$ cat config.mk
export PLATFORM = sky130hd
export DESIGN_NAME = oc_channel
export DESIGN_NICKNAME = d
export VERILOG_FILES = /design/src/rtl/oc_pkg.sv /design/src/rtl/oc_regs.sv /design/src/rtl/oc_counter.sv /design/src/rtl/oc_wave.sv /design/src/rtl/oc_channel.sv
export SDC_FILE = /design/constraint.sdc
export NUM_CORES = 1
export LEC_CHECK = 0
export BUFFER_PORTS_ARGS = -buffer_cell sky130_fd_sc_hd__buf_2
export CAP_MARGIN = 20
export CORE_MARGIN = 2
export CORE_UTILIZATION = 45
export DETAILED_ROUTE_END_ITERATION = 16
export GPL_ROUTABILITY_DRIVEN = 0
export PLACE_DENSITY = 0.67
export SLEW_MARGIN = 20
export SYNTH_ARGS = -nofsm -noshare
export SYNTH_HDL_FRONTEND = slang
export SYNTH_SLANG_ARGS = --single-unit
$ cat constraint.sdc
create_clock -name clk -period 7 [get_ports clk]
set_clock_uncertainty 0.2 [all_clocks]
set_input_delay 0.35 -clock clk [delete_from_list [all_inputs] [get_ports clk]]
set_output_delay 0.35 -clock clk [all_outputs]
set_load 0.02 [all_outputs]
$ cat src/rtl/oc_pkg.sv
// Shared definitions for the output compare channel: mode encoding,
// register addresses and control bit positions. Assumes an 8-bit bus
// with a 3-bit address.
package oc_pkg;
    localparam int ADDR_W = 3;

    typedef enum logic [1:0] {
        WG_FREE = 2'b00,
        WG_CTC  = 2'b01,
        WG_PWM  = 2'b10,
        WG_PWM2 = 2'b11
    } wg_e;

    localparam logic [1:0] ACT_NONE   = 2'b00;
    localparam logic [1:0] ACT_TOGGLE = 2'b01;
    localparam logic [1:0] ACT_CLEAR  = 2'b10;
    localparam logic [1:0] ACT_SET    = 2'b11;

    localparam logic [ADDR_W-1:0] A_CNT_LO = 3'd0;
    localparam logic [ADDR_W-1:0] A_CNT_HI = 3'd1;
    localparam logic [ADDR_W-1:0] A_CMP_LO = 3'd2;
    localparam logic [ADDR_W-1:0] A_CMP_HI = 3'd3;
    localparam logic [ADDR_W-1:0] A_LIM_LO = 3'd4;
    localparam logic [ADDR_W-1:0] A_LIM_HI = 3'd5;
    localparam logic [ADDR_W-1:0] A_CTRL   = 3'd6;
    localparam logic [ADDR_W-1:0] A_FLAG   = 3'd7;

    localparam int FORCE_BIT = 4;

    // True for either PWM mode encoding
    function automatic logic is_pwm(input wg_e m);
        return m[1];
    endfunction

    // Next waveform level for a given action
    function automatic logic apply_act(input logic [1:0] act, input logic cur);
        case (act)
            ACT_TOGGLE: return ~cur;
            ACT_CLEAR:  return 1'b0;
            ACT_SET:    return 1'b1;
            default:    return cur;
        endcase
    endfunction
endpackage

$ cat src/rtl/oc_regs.sv
// Byte-wide register file for the channel. It holds the shared holding
// byte, the active compare value, its shadow, the limit register and the
// control fields. Assumes at most one write per cycle and high-before-low
// ordering by software. Decodes the counter write, force strobe and flag clear.
module oc_regs
    import oc_pkg::*;
#(
    parameter int DATA_W = 8,
    localparam int CNT_W = 2 * DATA_W
) (
    input  logic              clk,
    input  logic              rst_n,
    input  logic              bus_wr,
    input  logic [ADDR_W-1:0] bus_addr,
    input  logic [DATA_W-1:0] bus_wdata,
    input  logic [CNT_W-1:0]  cnt,
    input  logic              roll,
    input  logic              flag,
    output logic [CNT_W-1:0]  cmp,
    output logic [CNT_W-1:0]  lim,
    output wg_e               wgm,
    output logic [1:0]        act,
    output logic              cnt_wr,
    output logic [CNT_W-1:0]  cnt_wdata,
    output logic              force_stb,
    output logic [1:0]        force_act,
    output logic              flag_clr,
    output logic [DATA_W-1:0] bus_rdata
);
    logic [DATA_W-1:0] hold;
    logic [CNT_W-1:0]  shadow;
    logic [CNT_W-1:0]  commit;
    logic [CNT_W-1:0]  cmp_view;

    assign commit    = {hold, bus_wdata};
    assign cnt_wr    = bus_wr && (bus_addr == A_CNT_LO);
    assign cnt_wdata = commit;
    assign force_stb = bus_wr && (bus_addr == A_CTRL) && bus_wdata[FORCE_BIT]
                       && !is_pwm(wg_e'(bus_wdata[1:0]));
    assign force_act = bus_wdata[3:2];
    assign flag_clr  = bus_wr && (bus_addr == A_FLAG) && bus_wdata[0];
    assign cmp_view  = is_pwm(wgm) ? shadow : cmp;

    // Holding byte: loaded by any high-byte write
    always_ff @(posedge clk) begin
        if (!rst_n)
            hold <= '0;
        else if (bus_wr && bus_addr[0])
            hold <= bus_wdata;
    end

    // Compare value and shadow: direct or buffered, reload on rollover
    always_ff @(posedge clk) begin
        if (!rst_n) begin
            cmp    <= '0;
            shadow <= '0;
        end else begin
            if (roll && is_pwm(wgm))
                cmp <= shadow;
            if (bus_wr && bus_addr == A_CMP_LO) begin
                shadow <= commit;
                if (!is_pwm(wgm))
                    cmp <= commit;
            end
        end
    end

    // Limit register and control fields
    always_ff @(posedge clk) begin
        if (!rst_n) begin
            lim <= '0;
            wgm <= WG_FREE;
            act <= ACT_NONE;
        end else if (bus_wr) begin
            if (bus_addr == A_LIM_LO)
                lim <= commit;
            if (bus_addr == A_CTRL) begin
                wgm <= wg_e'(bus_wdata[1:0]);
                act <= bus_wdata[3:2];
            end
        end
    end

    // Read multiplexer, no holding byte on the read path
    always_comb begin
        case (bus_addr)
            A_CNT_LO: bus_rdata = cnt[DATA_W-1:0];
            A_CNT_HI: bus_rdata = cnt[CNT_W-1:DATA_W];
            A_CMP_LO: bus_rdata = cmp_view[DATA_W-1:0];
            A_CMP_HI: bus_rdata = cmp_view[CNT_W-1:DATA_W];
            A_LIM_LO: bus_rdata = lim[DATA_W-1:0];
            A_LIM_HI: bus_rdata = lim[CNT_W-1:DATA_W];
            A_CTRL:   bus_rdata = DATA_W'({act, wgm});
            default:  bus_rdata = DATA_W'(flag);
        endcase
    end

    // In PWM the active compare value moves only at rollover
    p_buffered_r3: assert property (@(posedge clk) disable iff (!rst_n)
        (is_pwm(wgm) && !roll) |=> $stable(cmp));
endmodule

$ cat src/rtl/oc_counter.sv
// Timer counter with end-value selection and one-tick match blocking after
// a CPU counter write. Assumes tick is a one-cycle enable. Produces the
// qualified tick for match checks and the rollover event.
module oc_counter
    import oc_pkg::*;
#(
    parameter int CNT_W = 16
) (
    input  logic             clk,
    input  logic             rst_n,
    input  logic             tick,
    input  logic             cnt_wr,
    input  logic [CNT_W-1:0] cnt_wdata,
    input  wg_e              wgm,
    input  logic [CNT_W-1:0] cmp,
    input  logic [CNT_W-1:0] lim,
    output logic [CNT_W-1:0] cnt,
    output logic             eval,
    output logic             roll
);
    logic             blk;
    logic             end_hit;
    logic [CNT_W-1:0] end_val;

    // End value per mode
    always_comb begin
        case (wgm)
            WG_FREE: end_val = '1;
            WG_CTC:  end_val = cmp;
            default: end_val = lim;
        endcase
    end

    assign eval    = tick && !cnt_wr && !blk;
    assign end_hit = eval && (wgm != WG_FREE) && (cnt == end_val);
    assign roll    = tick && !cnt_wr && (end_hit || cnt == '1);

    // Counter: CPU load wins, else step or restart on tick
    always_ff @(posedge clk) begin
        if (!rst_n)
            cnt <= '0;
        else if (cnt_wr)
            cnt <= cnt_wdata;
        else if (tick)
            cnt <= end_hit ? '0 : cnt + 1'b1;
    end

    // Blocking flag: armed by a counter write, spent by the next tick
    always_ff @(posedge clk) begin
        if (!rst_n)
            blk <= 1'b0;
        else if (cnt_wr)
            blk <= 1'b1;
        else if (tick)
            blk <= 1'b0;
    end

    p_hold_r1: assert property (@(posedge clk) disable iff (!rst_n)
        (!tick && !cnt_wr) |=> $stable(cnt));
    p_step_r1: assert property (@(posedge clk) disable iff (!rst_n)
        (tick && !cnt_wr && !roll) |=> (cnt == $past(cnt) + {{(CNT_W-1){1'b0}}, 1'b1}));
    p_block_r9: assert property (@(posedge clk) disable iff (!rst_n)
        cnt_wr |=> !eval);
endmodule

$ cat src/rtl/oc_wave.sv
// Match detection, waveform output bit and sticky match flag. Assumes
// eval already excludes blocked ticks. The force strobe acts on the
// output only.
module oc_wave
    import oc_pkg::*;
#(
    parameter int CNT_W = 16
) (
    input  logic             clk,
    input  logic             rst_n,
    input  logic             eval,
    input  logic             roll,
    input  logic [CNT_W-1:0] cnt,
    input  logic [CNT_W-1:0] cmp,
    input  wg_e              wgm,
    input  logic [1:0]       act,
    input  logic             force_stb,
    input  logic [1:0]       force_act,
    input  logic             flag_clr,
    output logic             oc_out,
    output logic             flag
);
    logic hit;

    assign hit = eval && (cnt == cmp);

    // Waveform bit: PWM rollover level, then match action, then force
    always_ff @(posedge clk) begin
        if (!rst_n)
            oc_out <= 1'b0;
        else if (roll && is_pwm(wgm) && act[1])
            oc_out <= (act == ACT_CLEAR);
        else if (hit)
            oc_out <= apply_act(act, oc_out);
        else if (force_stb)
            oc_out <= apply_act(force_act, oc_out);
    end

    // Sticky flag: a match sets it, a CPU write of one clears it
    always_ff @(posedge clk) begin
        if (!rst_n)
            flag <= 1'b0;
        else if (hit)
            flag <= 1'b1;
        else if (flag_clr)
            flag <= 1'b0;
    end

    p_flag_src_r5: assert property (@(posedge clk) disable iff (!rst_n)
        (!flag && !hit) |=> !flag);
    p_nc_hold_r6: assert property (@(posedge clk) disable iff (!rst_n)
        (act == ACT_NONE && !force_stb) |=> $stable(oc_out));
    p_force_quiet_r8: assert property (@(posedge clk) disable iff (!rst_n)
        (force_stb && !eval && !flag) |=> !flag);
    p_blocked_r9: assert property (@(posedge clk) disable iff (!rst_n)
        (!eval && !force_stb && !roll) |=> $stable(oc_out));
endmodule

$ cat src/rtl/oc_channel.sv
// Top of the output compare channel: register file, counter and waveform
// stage. Assumes a single clock domain and a tick enable already
// divided down from it.
module oc_channel
    import oc_pkg::*;
#(
    parameter int DATA_W = 8,
    localparam int CNT_W = 2 * DATA_W
) (
    input  logic              clk,
    input  logic              rst_n,
    input  logic              tick,
    input  logic              bus_wr,
    input  logic [ADDR_W-1:0] bus_addr,
    input  logic [DATA_W-1:0] bus_wdata,
    output logic [DATA_W-1:0] bus_rdata,
    output logic              oc_out,
    output logic              match_flag
);
    logic [CNT_W-1:0] cnt, cmp, lim, cnt_wdata;
    logic             eval, roll, cnt_wr, force_stb, flag_clr;
    logic [1:0]       act, force_act;
    wg_e              wgm;

    oc_regs #(.DATA_W(DATA_W)) u_regs (
        .clk(clk), .rst_n(rst_n), .bus_wr(bus_wr), .bus_addr(bus_addr),
        .bus_wdata(bus_wdata), .cnt(cnt), .roll(roll), .flag(match_flag),
        .cmp(cmp), .lim(lim), .wgm(wgm), .act(act), .cnt_wr(cnt_wr),
        .cnt_wdata(cnt_wdata), .force_stb(force_stb), .force_act(force_act),
        .flag_clr(flag_clr), .bus_rdata(bus_rdata)
    );

    oc_counter #(.CNT_W(CNT_W)) u_cnt (
        .clk(clk), .rst_n(rst_n), .tick(tick), .cnt_wr(cnt_wr),
        .cnt_wdata(cnt_wdata), .wgm(wgm), .cmp(cmp), .lim(lim),
        .cnt(cnt), .eval(eval), .roll(roll)
    );

    oc_wave #(.CNT_W(CNT_W)) u_wave (
        .clk(clk), .rst_n(rst_n), .eval(eval), .roll(roll), .cnt(cnt),
        .cmp(cmp), .wgm(wgm), .act(act), .force_stb(force_stb),
        .force_act(force_act), .flag_clr(flag_clr), .oc_out(oc_out),
        .flag(match_flag)
    );
endmodule

# Yosys cells after proc, flatten, opt, wreduce, memory -nomap -nowiden
# Cells that the tools add are included.
dict set report classes {
  n_addsub 1
  n_eq_ne 18
  muxes 18
  bitwise_logic 1
  n_reduce_logical 30
}
# op n
set ops {}
lappend ops {{$mux W16} 7}
lappend ops {{$pmux W8 S7} 1}
lappend ops {{$eq A16 B16 Y1} 2}
lappend ops {{$pmux W16 S2} 1}
lappend ops {{$add A16 B1 Y16 const B} 1}
lappend ops {{$eq A16 B16 Y1 const B} 1}
lappend ops {{$logic_and A1 B1 Y1} 16}
lappend ops {{$eq A3 B3 Y1 const B} 4}
lappend ops {{$eq A2 B2 Y1 const B} 4}
lappend ops {{$mux W1} 7}
lappend ops {{$eq A2 B1 Y1 const B} 3}
lappend ops {{$eq A3 B2 Y1 const B} 2}
lappend ops {{$pmux W1 S3} 2}
lappend ops {{$reduce_bool A2 Y1} 3}
lappend ops {{$ne A5 B5 Y1 const B} 1}
lappend ops {{$reduce_bool A5 Y1} 1}
lappend ops {{$reduce_and A2 Y1} 2}
lappend ops {{$eq A3 B1 Y1 const B} 1}
lappend ops {{$logic_not A1 Y1} 3}
lappend ops {{$logic_not A3 Y1} 1}
lappend ops {{$reduce_and A3 Y1} 1}
lappend ops {{$reduce_bool A3 Y1} 1}
lappend ops {{$logic_not A2 Y1} 1}
lappend ops {{$logic_or A1 B1 Y1} 1}
lappend ops {{$not A1 Y1} 1}
dict set report totals {
  regBits 79
  input_bits 15
  out_inout_bits 10
  word_cells 78
}

# Logic depth before layout (Yosys ltp)
dict set report depth {
  depth_word 13
  depth_mapped 10
  depth_no_buf 8
}

# Cells and area by module
# Synthesis repeated with hierarchy kept, for this count alone.
dict set report unflattened {
  cells_unflattened 617
  hier_area_um2 5023.6
}
# module instances cells_each area_each_um2 seq_area_each_um2
set modules_own_cells {}
lappend modules_own_cells {oc_regs 1 372 3163.0 1201.2}
lappend modules_own_cells {oc_counter 1 206 1550.2 340.3}
lappend modules_own_cells {oc_wave 1 39 310.3 40.0}

# Least setup slack after synthesis
# OpenSTA, ideal clock, no wires.
dict set report synth_timing {
  path_kind {input port to output port}
  from {input bus_addr[0]}
  to {output bus_rdata[0]}
  arrival_ns 2.127
  required_time_ns 6.450
  path_slack_ns 4.323
  path_stages 7
  path_buffers 3
  path_cell_list {buf_2 buf_1 clkbuf_1 mux2i_1 o22ai_1 mux2i_1 a21oi_1}
}
dict set report synth_via {
  elab_chain_len 2
  word_cells_on_any_way 8
  cone_classes {eq/ne (6); mux (1); reduce/logical (1)}
}
# element line_no
set synth_lines {}
lappend synth_lines {{from (decl)} oc_channel.sv:14} ;# input logic [ADDR_W-1:0] bus_addr,
lappend synth_lines {{$eq A3 B3 Y1, or another cell as far along} oc_regs.sv:86} ;# case (bus_addr)
lappend synth_lines {{$pmux W8 S7 (*)} oc_regs.sv:86}
lappend synth_lines {{to (decl)} oc_channel.sv:16} ;# output logic [DATA_W-1:0] bus_rdata,
# Mark *: on every way between the ends. The rest lies on a longest branch, timed or not.

# Worst setup path in the final report
dict set report layout_timing {
  from {input bus_addr[0]}
  to {register u_regs.cmp[15]}
}
dict set report layout_via {
  elab_chain_len 13
  word_cells_on_any_way 15
  cone_classes {eq/ne (1); mux (3); reduce/logical (11)}
}
# element line_no
set layout_lines {}
lappend layout_lines {{$logic_not A3 Y1} oc_regs.sv:36} ;# assign cnt_wr = bus_wr && (bus_addr == A_CNT_LO);
lappend layout_lines {{$logic_and A1 B1 Y1} oc_regs.sv:36}
lappend layout_lines {{$logic_not A1 Y1} {oc_counter.sv:34, oc_counter.sv:36}}
lappend layout_lines {{$logic_and A1 B1 Y1} {oc_counter.sv:34, oc_counter.sv:36}}
lappend layout_lines {{$logic_and A1 B1 Y1} oc_counter.sv:34} ;# assign eval = tick && !cnt_wr && !blk;
lappend layout_lines {{$logic_and A1 B1 Y1 (2 in series)} oc_counter.sv:35} ;# assign end_hit = eval && (wgm != WG_FREE) && (cnt == end_val);
lappend layout_lines {{$logic_or A1 B1 Y1} oc_counter.sv:36} ;# assign roll = tick && !cnt_wr && (end_hit || cnt == '1);
lappend layout_lines {{$logic_and A1 B1 Y1} oc_counter.sv:36}
lappend layout_lines {{$logic_and A1 B1 Y1} oc_regs.sv:58} ;# if (roll && is_pwm(wgm))
lappend layout_lines {{$mux W16} oc_regs.sv:58}
lappend layout_lines {{$mux W16} oc_regs.sv:62} ;# if (!is_pwm(wgm))
lappend layout_lines {{$mux W16 (*)} oc_regs.sv:60} ;# if (bus_wr && bus_addr == A_CMP_LO) begin
lappend layout_lines {{to (signal assigned)} oc_regs.sv:59} ;# cmp <= shadow;
lappend layout_lines {{to (signal assigned)} oc_regs.sv:63} ;# cmp <= commit;
lappend layout_lines {{to (decl)} oc_regs.sv:19} ;# output logic [CNT_W-1:0] cmp,
# Marked as above.
# A chain may end at the register's enable or synchronous reset.

==> results.json <==
{
  "max_freq_mhz": 279,
  "grt_pass1_wl_mm": 26.2,
  "finalPower_w": 0.00107,
  "ys_seq_area_frac": 0.311,
  "clkPwrFrac": 0.425,
  "synth_cell_types": 61,
  "hold_ws_ps": 144,
  "cap_violations": 0,
  "crit_arrival_ps": 3610,
  "cp-end-kind": "flop",
  "swShare": 0.293,
  "intPower_w": 0.000754,
  "r2r_start": "u_regs.wgm[1]",
  "critical-path-top-delay-family": "simple AND/OR/NAND/NOR gates",
  "start_util": 0.465,
  "vdd_drop_max_v": 0.000103,
  "wl_per_cell_um": 21.5,
  "cp_slowest_cell": "or4b_1",
  "cts_tree": "done",
  "place_hpwl_mm": 11.6,
  "root_buffer": "clkbuf_16",
  "critPathMaxStageDelay_ps": 940,
  "final_hold_viol_count": 0,
  "drt.antenna.violating_nets": 0,
  "p_switching_w": 0.000313,
  "clkTransAtPathRegs_ps": 70,
  "grt_max_degree": 80,
  "regToRegEndpoint": "u_regs.cmp[15]",
  "cts_resized": 0,
  "fin_crit_ps": 3590,
  "chipWidth_um": 110,
  "tightest_slew_ps": 1040,
  "fin_tns_setup_ps": 0,
  "seq_power_share": 0.455,
  "grt_setup_unrepaired": "false",
  "startpoint_type": "primary input",
  "fp.dieH_um": 110,
  "overflow": 0,
  "path_max_fanout": 33,
  "grt_usage": 0.287,
  "htreeDepth": 3,
  "core_um2": 10900,
  "r2r_setup_slack_ps": 3520,
  "dieArea_um2": 12200,
  "clk_path_buf_depth": 2,
  "drc_errors": 0,
  "critPathRequiredTime_ps": 7020,
  "vias_per_cell": 6.41,
  "clk_latency_ps": 340,
  "worst-setup-path-type": "in2reg",
  "num_antenna_cells": 0,
  "r2r_cells": 8,
  "whs_path_depth": 3,
  "grt_pass1_vias": 4658,
  "yosysTopAreaCell": "dfxtp_1",
  "status": "finished, final reports clean",
  "final_cells": 778,
  "layout.nets": 650,
  "relSlewSlack": 0.302,
  "num_rows": 38,
  "path_cells": "buf_2 -> or4b_1 -> nand3b_1 -> nor4_1 -> nand4_1 -> or4b_1 -> a21oi_1 -> a211oi_1",
  "vias": 4989,
  "postCtsHoldBufs": 0,
  "hp-start": "bus_wdata[7]",
  "synth_top_area_frac": 0.311,
  "netlist_area_um2": 5080,
  "fillerInstances": 1076,
  "synth_fp_nets": 662,
  "drv_slew": 0,
  "antenna_found_initial": 0,
  "hold_end": "u_regs.shadow[7]",
  "synth_edf_count": 0,
  "min_path_type": "in2reg",
  "dr.first_iter.drc_count": 567,
  "io-pin-count": 25,
  "cp_num_buf_inv": 1,
  "p_leak_nw": 1.82,
  "cts_setup_buffers": 0,
  "synth-seq-cells": 79,
  "sequential_cell_area_um2": 1580,
  "setup_viol": 0,
  "drive_above_1_share": 0.119,
  "area_growth_pct": 7.63,
  "synth.area.top_cells": "dfxtp_1 31%, nand2_1 6.9%, a21boi_0 6.3%, mux4_2 4.0%, o21ai_0 3.8%",
  "synthArstFlopShare": 0,
  "p_comb_frac": 0.119,
  "path_common_cell": "or4b_1",
  "first_pass_iters": 6,
  "port_buffers": 24,
  "synth-main-ff-cell": "dfxtp_1",
  "multiInputGateArea_um2": 3130,
  "clock_sinks": 79,
  "numCtsBuffers": 9,
  "power.density_nw_per_um2": 195,
  "yosysWarnings": 0,
  "fin_crit_sh": 0.512,
  "synth_cells": 645,
  "drt-total-wl_mm": 16.7,
  "dpl.cell_count": 762,
  "syn_area_per_cell_um2": 7.88
}
final cells by class:
class	count	area share
clock inverters	7	0.0105
multi-input cells	475	0.572
repair buffers	28	0.0274
inverters	40	0.0274
well taps	140	0.0320
flip-flops and latches	79	0.289
clock buffers	9	0.0412
how the worst max path moves through the flow:
stage,startpoint,endpoint,depth (start not counted)
floorplan,bus_addr[0],bus_rdata[0],7
global placement,bus_addr[0],u_wave.oc_out,8
detailed placement,bus_addr[0],u_wave.oc_out,8
CTS,bus_addr[0],u_wave.oc_out,8
global route,bus_addr[0],u_wave.oc_out,8
finish,bus_addr[0],u_regs.cmp[15],8
placed cells by master, fill, tap and decap left out, types with 16 or more instances in the layout:
cell and instances:
nor2_1 26, nand2_1 93, nand2b_1 17, mux2i_1 16, a21boi_0 43, buf_2 24
a21oi_1 17, inv_1 40, dfxtp_1 79, xnor2_1 17, o21ai_0 39, nand3_1 19
power groups by stage:
stage / clock network [W] / registers (W) / logic (W)
2_1_floorplan: 0 / 0.000482 / 0.0000917
3_3_place_gp: 0 / 0.000494 / 0.000121
3_5_place_dp: 0 / 0.000495 / 0.000124
4_1_cts: 0.000455 / 0.000484 / 0.000124
5_1_grt: 0.000472 / 0.000486 / 0.000138
6_report: 0.000454 / 0.000486 / 0.000127
synth_stat cells, drive strengths merged, types with 9 or more instances:
cell	n
inv	40
nor3	13
a21oi	27
clkbuf	32
mux4	9
o21ai	43
nor2b	9
a211oi	15
o31ai	14
a21boi	43
nand3	19
a221oi	12
and2	15
nor4	15
mux2i	16
nand2	93
buf	19
dfxtp	79
nor2	28
nor3b	9
nand2b	17
xnor2	17
sequential cells by signal (all words and copies together) (netlist names):
signal	flops
u_cnt.blk	1
u_cnt.cnt	16
u_regs.act	2
u_regs.cmp	16
u_regs.hold	8
u_regs.lim	16
u_regs.shadow	16
u_regs.wgm	2
u_wave.flag	1
u_wave.oc_out	1
tightest hold or removal path, delay by kind of cell:
family	cells	cell delay (ps)
AO/OA/AOI/OAI	1	60
AND/OR/NAND/NOR	1	70
buffers and inverters	1	160
kinds of logic after synthesis:
logic type | after synthesis | share of synthesized area
compound gates | 186 | 0.254
mux | 26 | 0.0736
simple gates | 237 | 0.241
flops | 79 | 0.311
fa+ha+maj | 2 | 0.00492
xor+xnor | 24 | 0.0413
buf+inv | 91 | 0.0738
stage by stage:
step | worst slack [ps] | area (um^2) | utilization
final | 3410 | 5470 | 0.500
after global routing | 3140 | 5470 | 0.500
after CTS | 3500 | 5470 | 0.500
after detailed placement | 3160 | 5180 | 0.474
after global placement | 3280 | 5180 | 0.474
after floorplan | 4320 | 5080 | -
routing by layer:
metal / wire length [um] / global-route usage / vias up
li1: - / - / 2268
met1: 6890 / 0.402 / 2387
met2: 7550 / 0.447 / 298
met3: 1760 / 0.0500 / 36
met4: 500 / 0.0991 / 0
met5: 0 / 0 / -
No activity file was read; power rests on OpenSTA's default activity.
